===== src/rtl/gpio_port_pkg.sv =====
package gpio_port_pkg;
  localparam int unsigned DW     = 32;
  localparam int unsigned ADDR_W = 4;

  localparam logic [ADDR_W-1:0] DIR_OFF = 4'h0;
  localparam logic [ADDR_W-1:0] ODR_OFF = 4'h4;
  localparam logic [ADDR_W-1:0] DAT_OFF = 4'h8;

  typedef enum logic [1:0] {
    SEL_DIR,
    SEL_ODR,
    SEL_DAT,
    SEL_NONE
  } reg_sel_e;

  // pin order <-> register order
  function automatic logic [DW-1:0] bit_rev(input logic [DW-1:0] v);
    logic [DW-1:0] r;
    for (int i = 0; i < DW; i++) r[i] = v[DW-1-i];
    return r;
  endfunction
endpackage


===== src/rtl/gpio_sync.sv =====
module gpio_sync #(
  parameter int unsigned W = 32
) (
  input  logic         clk_i,
  input  logic         rst_ni,
  input  logic [W-1:0] d_i,
  output logic [W-1:0] q_o
);
  logic [W-1:0] meta_q, sync_q;

  always_ff @(posedge clk_i or negedge rst_ni) begin
    if (!rst_ni) begin
      meta_q <= '0;
      sync_q <= '0;
    end else begin
      meta_q <= d_i;
      sync_q <= meta_q;
    end
  end

  assign q_o = sync_q;
endmodule


===== src/rtl/gpio_regs.sv =====
module gpio_regs #(
  parameter int unsigned W              = 32,
  parameter bit          INPUT_ONLY_TOP = 1'b0,
  parameter int unsigned INONLY_PINS    = 4
) (
  input  logic         clk_i,
  input  logic         rst_ni,
  input  logic         wr_dir_i,
  input  logic         wr_odr_i,
  input  logic         wr_dat_i,
  input  logic [W-1:0] wdata_i,
  output logic [W-1:0] dir_o,
  output logic [W-1:0] odr_o,
  output logic [W-1:0] dat_o
);
  logic [W-1:0] dir_wmask;

  // highest pins sit in the lowest register bits
  for (genvar b = 0; b < W; b++) begin : g_mask
    if (INPUT_ONLY_TOP && (b < INONLY_PINS)) begin : g_fixed
      assign dir_wmask[b] = 1'b0;
    end else begin : g_free
      assign dir_wmask[b] = 1'b1;
    end
  end

  always_ff @(posedge clk_i or negedge rst_ni) begin
    if (!rst_ni) begin
      dir_o <= '0;
      odr_o <= '0;
      dat_o <= '0;
    end else begin
      if (wr_dir_i) dir_o <= wdata_i & dir_wmask;
      if (wr_odr_i) odr_o <= wdata_i;
      if (wr_dat_i) dat_o <= wdata_i;
    end
  end
endmodule


===== src/rtl/gpio_pad_drv.sv =====
module gpio_pad_drv #(
  parameter int unsigned W = 32
) (
  input  logic [W-1:0] dir_i,
  input  logic [W-1:0] odr_i,
  input  logic [W-1:0] dat_i,
  output logic [W-1:0] oe_o,
  output logic [W-1:0] out_o
);
  for (genvar n = 0; n < W; n++) begin : g_pin
    localparam int unsigned RB = W - 1 - n;
    // open-drain: drive low on 0, release on 1
    assign oe_o[n]  = dir_i[RB] & (~odr_i[RB] | ~dat_i[RB]);
    assign out_o[n] = dir_i[RB] & ~odr_i[RB] & dat_i[RB];
  end
endmodule


===== src/rtl/gpio_port_regs.sv =====
module gpio_port_regs
  import gpio_port_pkg::*;
#(
  parameter bit          INPUT_ONLY_TOP = 1'b0,
  parameter int unsigned INONLY_PINS    = 4
) (
  input  logic              clk_i,
  input  logic              rst_ni,
  input  logic              req_i,
  input  logic              we_i,
  input  logic [ADDR_W-1:0] addr_i,
  input  logic [DW-1:0]     wdata_i,
  output logic [DW-1:0]     rdata_o,
  input  logic [DW-1:0]     pad_in_i,
  output logic [DW-1:0]     pad_oe_o,
  output logic [DW-1:0]     pad_out_o
);
  reg_sel_e      sel;
  logic          wr_en;
  logic [DW-1:0] dir_q, odr_q, dat_q;
  logic [DW-1:0] pin_sync, in_reg;

  always_comb begin
    unique case (addr_i)
      DIR_OFF: sel = SEL_DIR;
      ODR_OFF: sel = SEL_ODR;
      DAT_OFF: sel = SEL_DAT;
      default: sel = SEL_NONE;
    endcase
  end

  assign wr_en = req_i & we_i;

  gpio_regs #(
    .W             (DW),
    .INPUT_ONLY_TOP(INPUT_ONLY_TOP),
    .INONLY_PINS   (INONLY_PINS)
  ) regs_i (
    .clk_i   (clk_i),
    .rst_ni  (rst_ni),
    .wr_dir_i(wr_en && sel == SEL_DIR),
    .wr_odr_i(wr_en && sel == SEL_ODR),
    .wr_dat_i(wr_en && sel == SEL_DAT),
    .wdata_i (wdata_i),
    .dir_o   (dir_q),
    .odr_o   (odr_q),
    .dat_o   (dat_q)
  );

  gpio_sync #(.W(DW)) sync_i (
    .clk_i (clk_i),
    .rst_ni(rst_ni),
    .d_i   (pad_in_i),
    .q_o   (pin_sync)
  );

  assign in_reg = bit_rev(pin_sync);

  gpio_pad_drv #(.W(DW)) drv_i (
    .dir_i(dir_q),
    .odr_i(odr_q),
    .dat_i(dat_q),
    .oe_o (pad_oe_o),
    .out_o(pad_out_o)
  );

  always_comb begin
    unique case (sel)
      SEL_DIR: rdata_o = dir_q;
      SEL_ODR: rdata_o = odr_q;
      SEL_DAT: rdata_o = (dir_q & dat_q) | (~dir_q & in_reg);
      default: rdata_o = '0;
    endcase
  end
endmodule


===== config.mk =====
export PLATFORM = sky130hd
export DESIGN_NAME = gpio_port_regs
export DESIGN_NICKNAME = d
export VERILOG_FILES = /design/src/rtl/gpio_port_pkg.sv /design/src/rtl/gpio_sync.sv /design/src/rtl/gpio_regs.sv /design/src/rtl/gpio_pad_drv.sv /design/src/rtl/gpio_port_regs.sv
export SDC_FILE = /design/constraint.sdc
export NUM_CORES = 1
export LEC_CHECK = 0
export ABC_AREA = 1
export BUFFER_PORTS_ARGS = -buffer_cell sky130_fd_sc_hd__buf_2
export CORE_UTILIZATION = 41
export DETAILED_ROUTE_END_ITERATION = 8
export SYNTH_ARGS = -nofsm -noshare
export SYNTH_HDL_FRONTEND = slang
export SYNTH_SLANG_ARGS = --single-unit

===== constraint.sdc =====
create_clock -name clk_i -period 4.4 [get_ports clk_i]
set_clock_uncertainty 0.1 [all_clocks]
set_input_delay 1.32 -clock clk_i [delete_from_list [all_inputs] [get_ports clk_i]]
set_output_delay 1.32 -clock clk_i [all_outputs]
set_load 0.02 [all_outputs]

==> results.sh <==
export IMPL_cts_resized=0
export IMPL_hold_viol=0
export IMPL_relSlewSlack=0.422
export IMPL_ios=168
export IMPL_crit_required_ns=2.98
export IMPL_tritoncts_num_buffers=17
export IMPL_p_per_area_nw_per_um2=453
export IMPL_tightest_slew_ns=0.868
export IMPL_worstSetupPathType="primary input to output pin"
export IMPL_cp_end_kind="output pin"
export IMPL_fin_crit_ns=3.84
export IMPL_cts_tree="done"
export IMPL_crit_fanout=32
export IMPL_nets=1055
export IMPL_ys_flop_type="dfrtp_1"
export IMPL_rr_startpoint="regs_i.dir_o[1]"
export IMPL_clock_path_buffers=2
export IMPL_synth_yosys_seq_area_share=0.570
export IMPL_p_leak_nw=4.74
export IMPL_min_from="sync_i.meta_q[31]"
export IMPL_r2r_end="regs_i.dir_o[1]"
export IMPL_vias_per_cell=5.15
export IMPL_min_path_cells=0
export IMPL_synthCells=840
export IMPL_drt_iter0_drc=480
export IMPL_synth_edf_count=0
export IMPL_post_place_ws_ns=0.537
export IMPL_grt_first_pass_wirelength_mm=30.3
export IMPL_wl_per_cell_um=15.3
export IMPL_antenna_found_initial=0
export IMPL_synth_top_area_frac=0.570
export IMPL_fin_cells=1215
export IMPL_cp_arrival_ns=2.42
export IMPL_rsz0062_at_grt="no"
export IMPL_post_cts_buffers=0
export IMPL_dieHeight_um=133
export IMPL_clock_sinks=160
export IMPL_async_flop_share=1.00
export IMPL_drive_above_1_share=0.219
export IMPL_synth_seq_cells=160
export IMPL_fillers=1535
export IMPL_synth_top_cell_by_area="dfrtp_1"
export IMPL_finalWorstSetupSlack_ns=0.560
export IMPL_vias=6261
export IMPL_tns_ns=0
export IMPL_h_tree_depth=4
export IMPL_die_w_um=133
export IMPL_firstDrtPassIters=7
export IMPL_gp_congestion=0.794
export IMPL_power_mw=3.92
export IMPL_num_rows=47
export IMPL_synth_cell_type_count=13
export IMPL_dp_hpwl_mm=11.4
export IMPL_core_um2=16600
export IMPL_synth_warnings=0
export IMPL_outcome="complete, no violations"
export IMPL_grt_start_max_net_pins=91
export IMPL_drtAntennaViolNets=0
export IMPL_clock_latency_ns=0.42
export IMPL_area_delta_synth_final_pct=23.5
export IMPL_dp_cells=1184
export IMPL_initial_core_util=0.422
export IMPL_die_area_um2=17700
export IMPL_synth_most_common_cell="nand2_1"
export IMPL_overflow=0
export IMPL_port_buffers=167
export IMPL_whs_endpoint="sync_i.q_o[31]"
export IMPL_setup_violations=0
export IMPL_cts_root_buf="clkbuf_16"
export IMPL_cts_hold_buf=0
export IMPL_vdd_drop_max_mv=0.273
export IMPL_period_share=0.873
export IMPL_cap_violations=0
export IMPL_clk_pin_slew_ns=0.06
export IMPL_critPathLaunchType="primary input"
export IMPL_r2r_cells=2
export IMPL_synth_area_um2=7020
export IMPL_min_path_type="flip-flop to flip-flop"
export IMPL_drv_slew=0
export IMPL_post_synth_cell_area_avg_um2=8.36
export IMPL_grt_pass1_vias=5733
export IMPL_grt_usage=0.221
export IMPL_worstSetupStartpoint="addr_i[2]"
export IMPL_drc=0
export IMPL_routed_wl_mm=18.6
export IMPL_synth_area_top_cells="dfrtp_1 (57%), nand2_1 (17%), nand4_1 (8.6%), nand3_1 (7.1%), buf_2 (2.6%)"
export IMPL_diodes=0
export IMPL_syn_num_nets=912
export IMPL_ys_top_cells_by_count="nand2_1 (323), dfrtp_1 (160), nand3_1 (99)"
export IMPL_max_freq_mhz=260
export IMPL_reg2reg_slack_ns=3.59
[state kept, by name, indices dropped and copies added (netlist names)]
| signal | flops |
|---|---|
| sync_i.q_o | 32 |
| regs_i.dir_o | 32 |
| sync_i.meta_q | 32 |
| regs_i.dat_o | 32 |
| regs_i.odr_o | 32 |
[cells by family (layout without fill, tap and decap cells)]
kind of cell	after synthesis	after routing	share of synthesized area
simple gates	555	555	0.350
compound gates	32	32	0.0228
flops	160	160	0.570
buf+inv	93	248	0.0569
[cells in the final DEF, fill, tap and decap left out, types with 7 or more instances in the layout]
| cell | synthesis | layout |
|---|---|---|
| buf_2 | 37 | 166 |
| nand3_1 | 99 | 96 |
| dfrtp_1 | 160 | 160 |
| nand4_1 | 96 | 96 |
| a21oi_1 | 32 | 32 |
| inv_1 | 34 | 34 |
| buf_12 | 0 | 7 |
| nand2_1 | 323 | 323 |
| nor2_1 | 35 | 32 |
| clkbuf_16 | 0 | 17 |
[metrics by stage]
step                utilization  hold slack [ns]  instance area (um^2)
floorplan                     -            0.231                  7020
global placement          0.487            0.233                  8110
detailed placement        0.487            0.235                  8110
CTS                       0.521            0.248                  8670
global route              0.521            0.252                  8670
finish                    0.521            0.245                  8670
[routing by layer]
metal | share of wire | routed length [um] | GRT usage
met4 | 0.016 | 294 | 0.0817
met1 | 0.47 | 8660 | 0.312
met3 | 0.054 | 1000 | 0.0425
met2 | 0.47 | 8660 | 0.336
met5 | 0 | 0 | 0
[how the worst max path moves through the flow]
stage	end	slack, ns	cells past startpoint
finish	rdata_o[0]	0.56	8
global route	rdata_o[8]	0.49	6
CTS	rdata_o[0]	0.53	8
detailed placement	rdata_o[0]	0.54	8
global placement	rdata_o[0]	0.54	8
floorplan	rdata_o[14]	0.89	5
[report_power, final]
part	total [mW]	switching, mW	internal (mW)
sequential	1.85	0.180	1.67
combinational	0.665	0.440	0.225
clock	1.41	0.566	0.848
[area by class of cell]
cell class,instances,area (um^2),area share
sequential,160,4000,0.462
multi-input combinational,587,2660,0.307
timing repair buffer,180,1030,0.119
clock buffer,26,509,0.0588
tap,220,275,0.0318
inverter,37,139,0.0160
clock inverter,5,52.6,0.00606
[critical path, stage by stage]
cell     delay (ns)
buf_2          0.14
inv_2          0.08
nand2_1        0.13
nor2_4         0.15
buf_12         0.22
nand2_1        0.09
nand3_1        0.11
buf_2          0.18
Power figures use the tool's default switching activity.
